--- src/rtl/wi_pkg.sv ---
// Package: shared types and helpers for the per-line write-intensity tracker.
// Assumes counters are unsigned and saturate at both ends.
package wi_pkg;

    // Reason code attached to an eviction result; the encoding is decoded downstream.
    typedef enum logic [1:0] {
        WB_NONE       = 2'b00,
        WB_DIRTY      = 2'b01,
        WB_CLEAN_FLIP = 2'b10
    } wb_reason_e;

    // Saturating up/down step of a counter of width w, stored in a 32-bit container.
    function automatic int unsigned sat_step(input int unsigned cur,
                                             input logic        up,
                                             input int unsigned maxv);
        int unsigned nxt;
        if (up) begin
            nxt = (cur >= maxv) ? maxv : cur + 1;
        end else begin
            nxt = (cur == 0) ? 0 : cur - 1;
        end
        return nxt;
    endfunction

endpackage

--- src/rtl/wi_line_slot.sv ---
// Module: state for one cache line - a saturating activity counter and the
// intensity bit recorded at install time.
// Assumes at most one hit and one install per cycle; install wins over hit.
module wi_line_slot #(
    parameter int CNT_W = 3
) (
    input  logic             clk,
    input  logic             rst_n,
    input  logic             hit_en,
    input  logic             hit_wr,
    input  logic             inst_en,
    input  logic             inst_high,
    output logic [CNT_W-1:0] cnt,
    output logic             ibit
);
    import wi_pkg::*;

    localparam int unsigned CNT_MAX = (1 << CNT_W) - 1;

    logic [CNT_W-1:0] cnt_step;

    // Next counter value for a hit, saturating at both ends.
    always_comb begin
        cnt_step = CNT_W'(sat_step(int'(cnt), hit_wr, CNT_MAX));
    end

    // Counter and install bit update; install preset takes priority over a hit.
    always_ff @(posedge clk) begin
        if (!rst_n) begin
            cnt  <= '0;
            ibit <= 1'b0;
        end else if (inst_en) begin
            cnt  <= inst_high ? CNT_W'(CNT_MAX) : '0;
            ibit <= inst_high;
        end else if (hit_en) begin
            cnt  <= cnt_step;
        end
    end

endmodule

--- src/rtl/wi_counter_bank.sv ---
// Module: array of per-line slots with index decode for hits and installs,
// and a read port for the victim line.
// Assumes the read port returns the state before this cycle's updates.
module wi_counter_bank #(
    parameter int LINES = 64,
    parameter int CNT_W = 3,
    localparam int IDX_W = $clog2(LINES)
) (
    input  logic             clk,
    input  logic             rst_n,
    input  logic             hit_valid,
    input  logic [IDX_W-1:0] hit_line,
    input  logic             hit_is_write,
    input  logic             inst_valid,
    input  logic [IDX_W-1:0] inst_line,
    input  logic             inst_high,
    input  logic [IDX_W-1:0] rd_line,
    output logic [CNT_W-1:0] rd_cnt,
    output logic             rd_ibit
);

    logic [CNT_W-1:0] cnt_arr  [LINES];
    logic             ibit_arr [LINES];

    // One slot per line, each decoding its own index.
    for (genvar g = 0; g < LINES; g++) begin : g_slot
        logic hit_sel;
        logic inst_sel;

        // Select strobes for this line.
        always_comb begin
            hit_sel  = hit_valid  && (hit_line  == IDX_W'(g));
            inst_sel = inst_valid && (inst_line == IDX_W'(g));
        end

        wi_line_slot #(
            .CNT_W (CNT_W)
        ) u_slot (
            .clk       (clk),
            .rst_n     (rst_n),
            .hit_en    (hit_sel),
            .hit_wr    (hit_is_write),
            .inst_en   (inst_sel),
            .inst_high (inst_high),
            .cnt       (cnt_arr[g]),
            .ibit      (ibit_arr[g])
        );
    end

    // Victim read mux.
    always_comb begin
        rd_cnt  = cnt_arr[rd_line];
        rd_ibit = ibit_arr[rd_line];
    end

endmodule

--- src/rtl/wi_victim_classifier.sv ---
// Module: combinational eviction decision - threshold compare and write-back
// selection with its reason code.
// Assumes the counter and installed bit belong to the victim line.
module wi_victim_classifier #(
    parameter int CNT_W = 3
) (
    input  logic             [CNT_W-1:0] vic_cnt,
    input  logic                         vic_ibit,
    input  logic                         vic_dirty,
    input  logic             [CNT_W-1:0] threshold,
    input  logic                         clean_wb_en,
    output logic                         wi_bit,
    output logic                         wb_req,
    output wi_pkg::wb_reason_e           reason
);
    import wi_pkg::*;

    // Strict compare: equal to threshold counts as low intensity.
    always_comb begin
        wi_bit = (vic_cnt > threshold);
    end

    // Dirty victims always go back; clean ones only on a class flip when allowed.
    always_comb begin
        if (vic_dirty) begin
            wb_req = 1'b1;
            reason = WB_DIRTY;
        end else if (clean_wb_en && (wi_bit != vic_ibit)) begin
            wb_req = 1'b1;
            reason = WB_CLEAN_FLIP;
        end else begin
            wb_req = 1'b0;
            reason = WB_NONE;
        end
    end

endmodule

--- src/rtl/wi_tracker.sv ---
// Module: per-line write-intensity tracker for a hybrid last-level cache.
// Tracks write/read activity per line, presets it from install hints, and
// produces a registered eviction result one cycle after each request.
// Assumes line indices come from an external tag array and are in range.
module wi_tracker #(
    parameter int LINES = 64,
    parameter int CNT_W = 3,
    localparam int IDX_W = $clog2(LINES)
) (
    input  logic             clk,
    input  logic             rst_n,
    input  logic [CNT_W-1:0] cfg_threshold,
    input  logic             cfg_clean_wb_en,
    input  logic             hit_valid,
    input  logic [IDX_W-1:0] hit_line,
    input  logic             hit_is_write,
    input  logic             inst_valid,
    input  logic [IDX_W-1:0] inst_line,
    input  logic             inst_wi,
    input  logic             inst_known,
    input  logic             evict_valid,
    input  logic [IDX_W-1:0] evict_line,
    input  logic             evict_dirty,
    output logic             out_valid,
    output logic             out_wi,
    output logic             out_wb_req,
    output logic [1:0]       out_wb_reason
);
    import wi_pkg::*;

    logic               inst_high;
    logic [CNT_W-1:0]   vic_cnt;
    logic               vic_ibit;
    logic               dec_wi;
    logic               dec_wb;
    wb_reason_e         dec_reason;

    // Only a recovered high hint preloads the counter to its top.
    always_comb begin
        inst_high = inst_known && inst_wi;
    end

    wi_counter_bank #(
        .LINES (LINES),
        .CNT_W (CNT_W)
    ) u_bank (
        .clk          (clk),
        .rst_n        (rst_n),
        .hit_valid    (hit_valid),
        .hit_line     (hit_line),
        .hit_is_write (hit_is_write),
        .inst_valid   (inst_valid),
        .inst_line    (inst_line),
        .inst_high    (inst_high),
        .rd_line      (evict_line),
        .rd_cnt       (vic_cnt),
        .rd_ibit      (vic_ibit)
    );

    wi_victim_classifier #(
        .CNT_W (CNT_W)
    ) u_class (
        .vic_cnt     (vic_cnt),
        .vic_ibit    (vic_ibit),
        .vic_dirty   (evict_dirty),
        .threshold   (cfg_threshold),
        .clean_wb_en (cfg_clean_wb_en),
        .wi_bit      (dec_wi),
        .wb_req      (dec_wb),
        .reason      (dec_reason)
    );

    // Eviction result register; fields are cleared when no request is present.
    always_ff @(posedge clk) begin
        if (!rst_n) begin
            out_valid     <= 1'b0;
            out_wi        <= 1'b0;
            out_wb_req    <= 1'b0;
            out_wb_reason <= WB_NONE;
        end else if (evict_valid) begin
            out_valid     <= 1'b1;
            out_wi        <= dec_wi;
            out_wb_req    <= dec_wb;
            out_wb_reason <= dec_reason;
        end else begin
            out_valid     <= 1'b0;
            out_wi        <= 1'b0;
            out_wb_req    <= 1'b0;
            out_wb_reason <= WB_NONE;
        end
    end

endmodule

--- config.mk ---
export PLATFORM = sky130hd
export DESIGN_NAME = wi_tracker
export DESIGN_NICKNAME = d
export VERILOG_FILES = /design/src/rtl/wi_pkg.sv /design/src/rtl/wi_line_slot.sv /design/src/rtl/wi_counter_bank.sv /design/src/rtl/wi_victim_classifier.sv /design/src/rtl/wi_tracker.sv
export SDC_FILE = /design/constraint.sdc
export NUM_CORES = 1
export LEC_CHECK = 0
export ABC_AREA = 1
export BUFFER_PORTS_ARGS = -buffer_cell sky130_fd_sc_hd__buf_2
export CAP_MARGIN = 15
export CORE_UTILIZATION = 56
export CTS_CLUSTER_DIAMETER = 120
export DETAILED_ROUTE_END_ITERATION = 8
export GPL_TIMING_DRIVEN = 0
export PLACE_DENSITY = 0.72
export SYNTH_ARGS = -nofsm -noshare
export SYNTH_HDL_FRONTEND = slang
export SYNTH_HIERARCHICAL = 1
export SYNTH_SLANG_ARGS = --single-unit
--- constraint.sdc ---
create_clock -name clk -period 5.6 [get_ports clk]
set_clock_uncertainty 0.2 [all_clocks]
set_input_delay 1.12 -clock clk [delete_from_list [all_inputs] [get_ports clk]]
set_output_delay 1.12 -clock clk [all_outputs]
set_load 0.01 [all_outputs]
Yosys cells after proc, flatten, opt, wreduce, memory -nomap -nowiden
Cells that the tools add are included.
{"block": "word_totals", "reg_bits": 261, "out_inout_bits": 5, "elab_cells": 1051}
{"block": "op_classes", "n_addsub": 128, "n_lt_le_gt_ge": 66, "eq_ne": 127, "mux": 332, "bitwise": 3, "n_reduce_logical": 262}
{"op": "$mux 3", "n": 323}
{"op": "$eq 6x6->1 const B", "n": 64}
{"op": "$add 3x1->3 const B", "n": 64}
{"op": "$eq 6x5->1 const B", "n": 32}
{"op": "$ge 3x3->1 const B", "n": 64}
{"op": "$logic_not 3->1", "n": 64}
{"op": "$sub 3x1->3 const B", "n": 64}
{"op": "$logic_and 1x1->1", "n": 130}
{"op": "$reduce_bool 2->1", "n": 64}
{"op": "$eq 6x4->1 const B", "n": 16}
{"op": "$eq 6x3->1 const B", "n": 8}
{"op": "$eq 6x2->1 const B", "n": 4}
{"op": "$bmux 3 s6", "n": 1}
{"op": "$eq 6x1->1 const B", "n": 2}
{"op": "$logic_not 6->1", "n": 2}
{"op": "$ge 7x7->1 const B", "n": 1}
{"op": "$not 6->7", "n": 1}
{"op": "$bmux 1 s6", "n": 1}
{"op": "$mux 1", "n": 6}
{"op": "$gt 3x3->1", "n": 1}
{"op": "$reduce_or 3->1", "n": 1}
{"op": "$mux 2", "n": 1}
{"op": "$not 1->1", "n": 2}
{"op": "$reduce_and 2->1", "n": 1}
{"op": "$ne 1x1->1", "n": 1}

Logic depth before layout (Yosys ltp)
{"block": "depth", "word_depth": 9, "ltp_mapped": 22, "depth_no_buf": 20}

Cells and area by module
Netlist, hierarchy kept.
{"mod": "wi_line_slot", "instances": 64, "cells_per_inst": 55, "area_per_inst_um2": 329.1}
{"mod": "wi_counter_bank", "instances": 1, "cells_per_inst": 806, "area_per_inst_um2": 3518.4}
{"mod": "wi_tracker", "instances": 1, "cells_per_inst": 17, "area_per_inst_um2": 147.6}
{"mod": "wi_victim_classifier", "instances": 1, "cells_per_inst": 21, "area_per_inst_um2": 127.6}

Worst setup path after synthesis
OpenSTA, ideal clock, no wires.
{"block": "synth_timing", "path_kind": "in2reg", "start": "input evict_line[1]", "end": "register out_wb_reason[1]", "arrival_ns": 2.808, "required_ns": 5.336, "slack_ns": 2.529, "stages": 17, "cell_sequence": "inv_2 -> buf_1 -> nand3_1 -> nand3_1 -> nand2_1 -> nand2_1 -> nand3_1 -> nand3_1 -> nand2_1 -> ha_1 -> a21oi_1 -> nand2_1 -> nand3_1 -> nand3_2 -> nor2_2 -> inv_1 -> nor2_1"}
{"block": "synth_via", "elab_chain_cells": 8, "elab_cells_between_ends": 11, "classes_between": "order compare: 1; eq/ne: 1; mux: 7; bitwise: 1; reduce/logical: 1"}
{"element": "from (decl)", "line_no": "wi_tracker.sv:22", "text": "input logic [IDX_W-1:0] evict_line,"}
{"element": "$not 6->7 (implied by the code)", "line_no": "wi_counter_bank.sv:52", "text": "rd_cnt = cnt_arr[rd_line];"}
{"element": "$bmux 3 s6", "line_no": "wi_counter_bank.sv:52"}
{"element": "$mux 3 (implied by the code) (2 in a row)", "line_no": "wi_counter_bank.sv:52"}
{"element": "via vic_cnt[2]", "line_no": "wi_tracker.sv:32", "text": "logic [CNT_W-1:0] vic_cnt;"}
{"element": "$gt 3x3->1", "line_no": "wi_victim_classifier.sv:20", "text": "wi_bit = (vic_cnt > threshold);"}
{"element": "$ne 1x1->1", "line_no": "wi_victim_classifier.sv:28", "text": "end else if (clean_wb_en && (wi_bit != vic_ibit)) begin"}
{"element": "$logic_and 1x1->1", "line_no": "wi_victim_classifier.sv:28"}
{"element": "$mux 2", "line_no": "wi_victim_classifier.sv:28"}
{"element": "to (signal assigned)", "line_no": "wi_tracker.sv:84", "text": "out_wb_reason <= dec_reason;"}
{"element": "to (decl)", "line_no": "wi_tracker.sv:27", "text": "output logic [1:0] out_wb_reason"}
The timed path passes the listed nets, and every way through them passes these cells. The select of a mux whose other input is x is not followed.
A chain may end at the register's enable or synchronous reset.

Worst setup path after layout
Ends and elaborated chain as after synthesis.

==> impl_metrics.ini <==
[yosys]
synth_top_area_share_pct = 22.9
ys_types = 18
syn_avg_cell_area_sq_um = 5.70
ys_seq_area_share_pct = 21.0
syn_inst = 4364
yosysTopAreaCell = nand2_1
synth_nets = 4654
netlist_top_cells_area = nand2_1 23%, dfxtp_1 21%, inv_1 13%
yosysWarnings = 6
yosys_register_bits = 261
synth_area_sq_um = 24900

[cts]
hold_buffers = 0
post_cts_buffers = 0
clock_path_buffers = 3
numCtsBuffers = 34
h-tree-depth = 2
clk_latency_ps = 540
clkSinkCount = 261
cts-root-buf = clkbuf_16
path_clk_slew_ps = 60
ctsResizeCount = 0
tritoncts = yes

[place]
gp_congestion = 1.03
dp_hpwl_um = 55500
placed_cell_area_sq_um = 25800
port-buffer-count = 32

[cells_and_area]
nets = 4725
design_area_sq_um = 27000
final_layout_size_suffix_gt1_share_pct = 7.36
area_delta_synth_final_pct = 8.55

[outcome]
status = finished, final reports clean

[route]
first_iter_violations = 2351
via_per_inst = 5.23
wl_um = 75300
ant_nets = 0
drtPass1Iterations = 8
vias = 26400
routedWlPerCell_um = 14.9
drc_errors = 0

[timing]
hold_viol_final = 0
period_minus_slack_ps = 3830
slew_headroom_pct = 29.6
maxSlewViolCount = 0
fmax_mhz = 261
tns_ps = 0
rsz0062_at_grt = false
worstMarginPinSlew_ps = 1060
setup_viol = 0
worst_hold_slack_ps = 260
min_period_over_period_pct = 68.5

[floorplanning]
io_pins = 36
die_h_um = 213
rows = 76
coreArea_sq_um = 43500
dieArea_sq_um = 45200
die_x_um = 213
initial_utilization_pct = 57.2

[hold_path]
min_path_type = reg2reg
min_path_cells = 2
hold_end = u_bank/g_slot[15].u_slot/ibit
hp-start = u_bank/g_slot[15].u_slot/ibit

[critical_path]
rrSetupSlack_ps = 3010
required_ps = 5880
cp-start-kind = primary input
worst_ep_arrival_time_ps = 4110
ff2ff_path_depth = 16
cp_max_fo = 10
r2r_start = u_bank/g_slot[5].u_slot/cnt[2]
critPathKind = in2reg
cp-end-kind = flip-flop
regToRegEndpoint = out_wb_reason[1]

[grt]
grt_usage_pct = 33.3
grt_antenna_before_repair = 3
grt_max_degree = 167
grt_pass1_wl_um = 118000
grt_pass1_vias = 23500
globalRouteOverflowTotal = 0

[power]
powerDensity_nw_per_um2 = 174
leakagePower_nw = 14.8
peakVddDrop_mv = 0.147

[job]
maxCapViolations = 0
==> per-stage QoR <==
stage                     utilization [%]  worst slack [ps]  power (mW)  std cells
after floorplan                         -              2530        2.23       4364
after global placement               59.2              -661        2.46       4981
after detailed placement             59.5              1440        2.46       4984
after CTS                            62.1              1990        4.68       5042
after global routing                 62.1              1700        4.82       5043
final                                62.1              1770        4.68       5045
==> worst max-delay path by stage <==
stage,from,endpoint,slack (ps),cells past startpoint
after floorplan,evict_line[1],out_wb_reason[1],2530,17
after global placement,hit_is_write,u_bank/g_slot[62].u_slot/cnt[0],-660,5
after detailed placement,evict_line[1],out_wb_reason[1],1440,18
after CTS,evict_line[1],out_wb_reason[1],1990,18
after global routing,evict_line[1],out_wb_req,1700,18
final,evict_line[1],out_wb_reason[1],1770,18
==> synth_stat cells <==
cell type,number
a21oi_1,257
a21oi_2,128
buf_1,2
buf_2,14
buf_4,5
buf_6,24
clkbuf_1,16
dfxtp_1,261
ha_1,259
inv_1,865
inv_2,66
nand2_1,1515
nand2_2,3
nand3_1,547
nand3_2,1
nor2_1,336
nor2_2,1
o21ai_0,64
==> worst max-delay path, cell delays in order <==
cell and delay (ps):
buf_2 140, inv_2 170, buf_1 770, nand3_1 240
nand3_1 250, nand2_1 80, nand2_1 60, nand3_1 100
nand3_1 120, nand2_1 110, ha_1 340, a21oi_1 140
nand2_1 90, nand3_1 100, nand3_2 90, nor2_2 70
inv_1 40, nor2_1 80
==> routing by layer <==
metal	wire length (um)	GRT usage [%]	up-vias
met4	3190	14.6	6
met1	32900	42.7	11700
li1	-	-	13500
met3	6620	6.25	198
met2	32500	54.2	930
met5	95	1.11	-
==> cells by family after synthesis <==
logic type,share of synthesized area [%]
adder cells (fa/ha/maj),13.0
flip-flops,21.0
AO/OA/AOI/OAI,11.0
AND/OR/NAND/NOR,39.1
buffers and inverters,15.9
==> state kept, by name, summed over array words and instances (netlist names) <==
| signal | flops |
|---|---|
| u_bank/g_slot.u_slot/ibit | 64 |
| out_wi | 1 |
| u_bank/g_slot.u_slot/cnt | 192 |
| out_valid | 1 |
| out_wb_reason | 2 |
| out_wb_req | 1 |
==> layout make-up <==
class,instances,area (sq um)
Timing Repair Buffer,35,259
Fill cell,4431,16500
Clock buffer,51,1040
Antenna cell,3,7.51
Inverter,931,3500
Multi-Input combinational cell,3111,15700
Sequential cell,261,5230
Tap cell,585,732
Buffer,61,445
Clock inverter,7,85.1
==> power breakdown <==
part,leakage [nW],switching [mW],internal [mW]
registers,2.10,0.0208,1.87
logic,12.2,0.406,0.141
clock network,0.556,0.875,1.37
total,14.8,1.30,3.38
==> placed cells by master, fill, tap and decap left out, types with 24 or more instances in the layout <==
master,n
a21oi_1,257
nand3_1,547
a21oi_2,128
dfxtp_1,261
buf_2,44
buf_6,25
ha_1,259
nand2_1,1515
clkbuf_1,24
nor2_1,336
clkbuf_16,37
inv_1,864
o21ai_0,64
inv_2,66
Power figures use the tool's default switching activity.
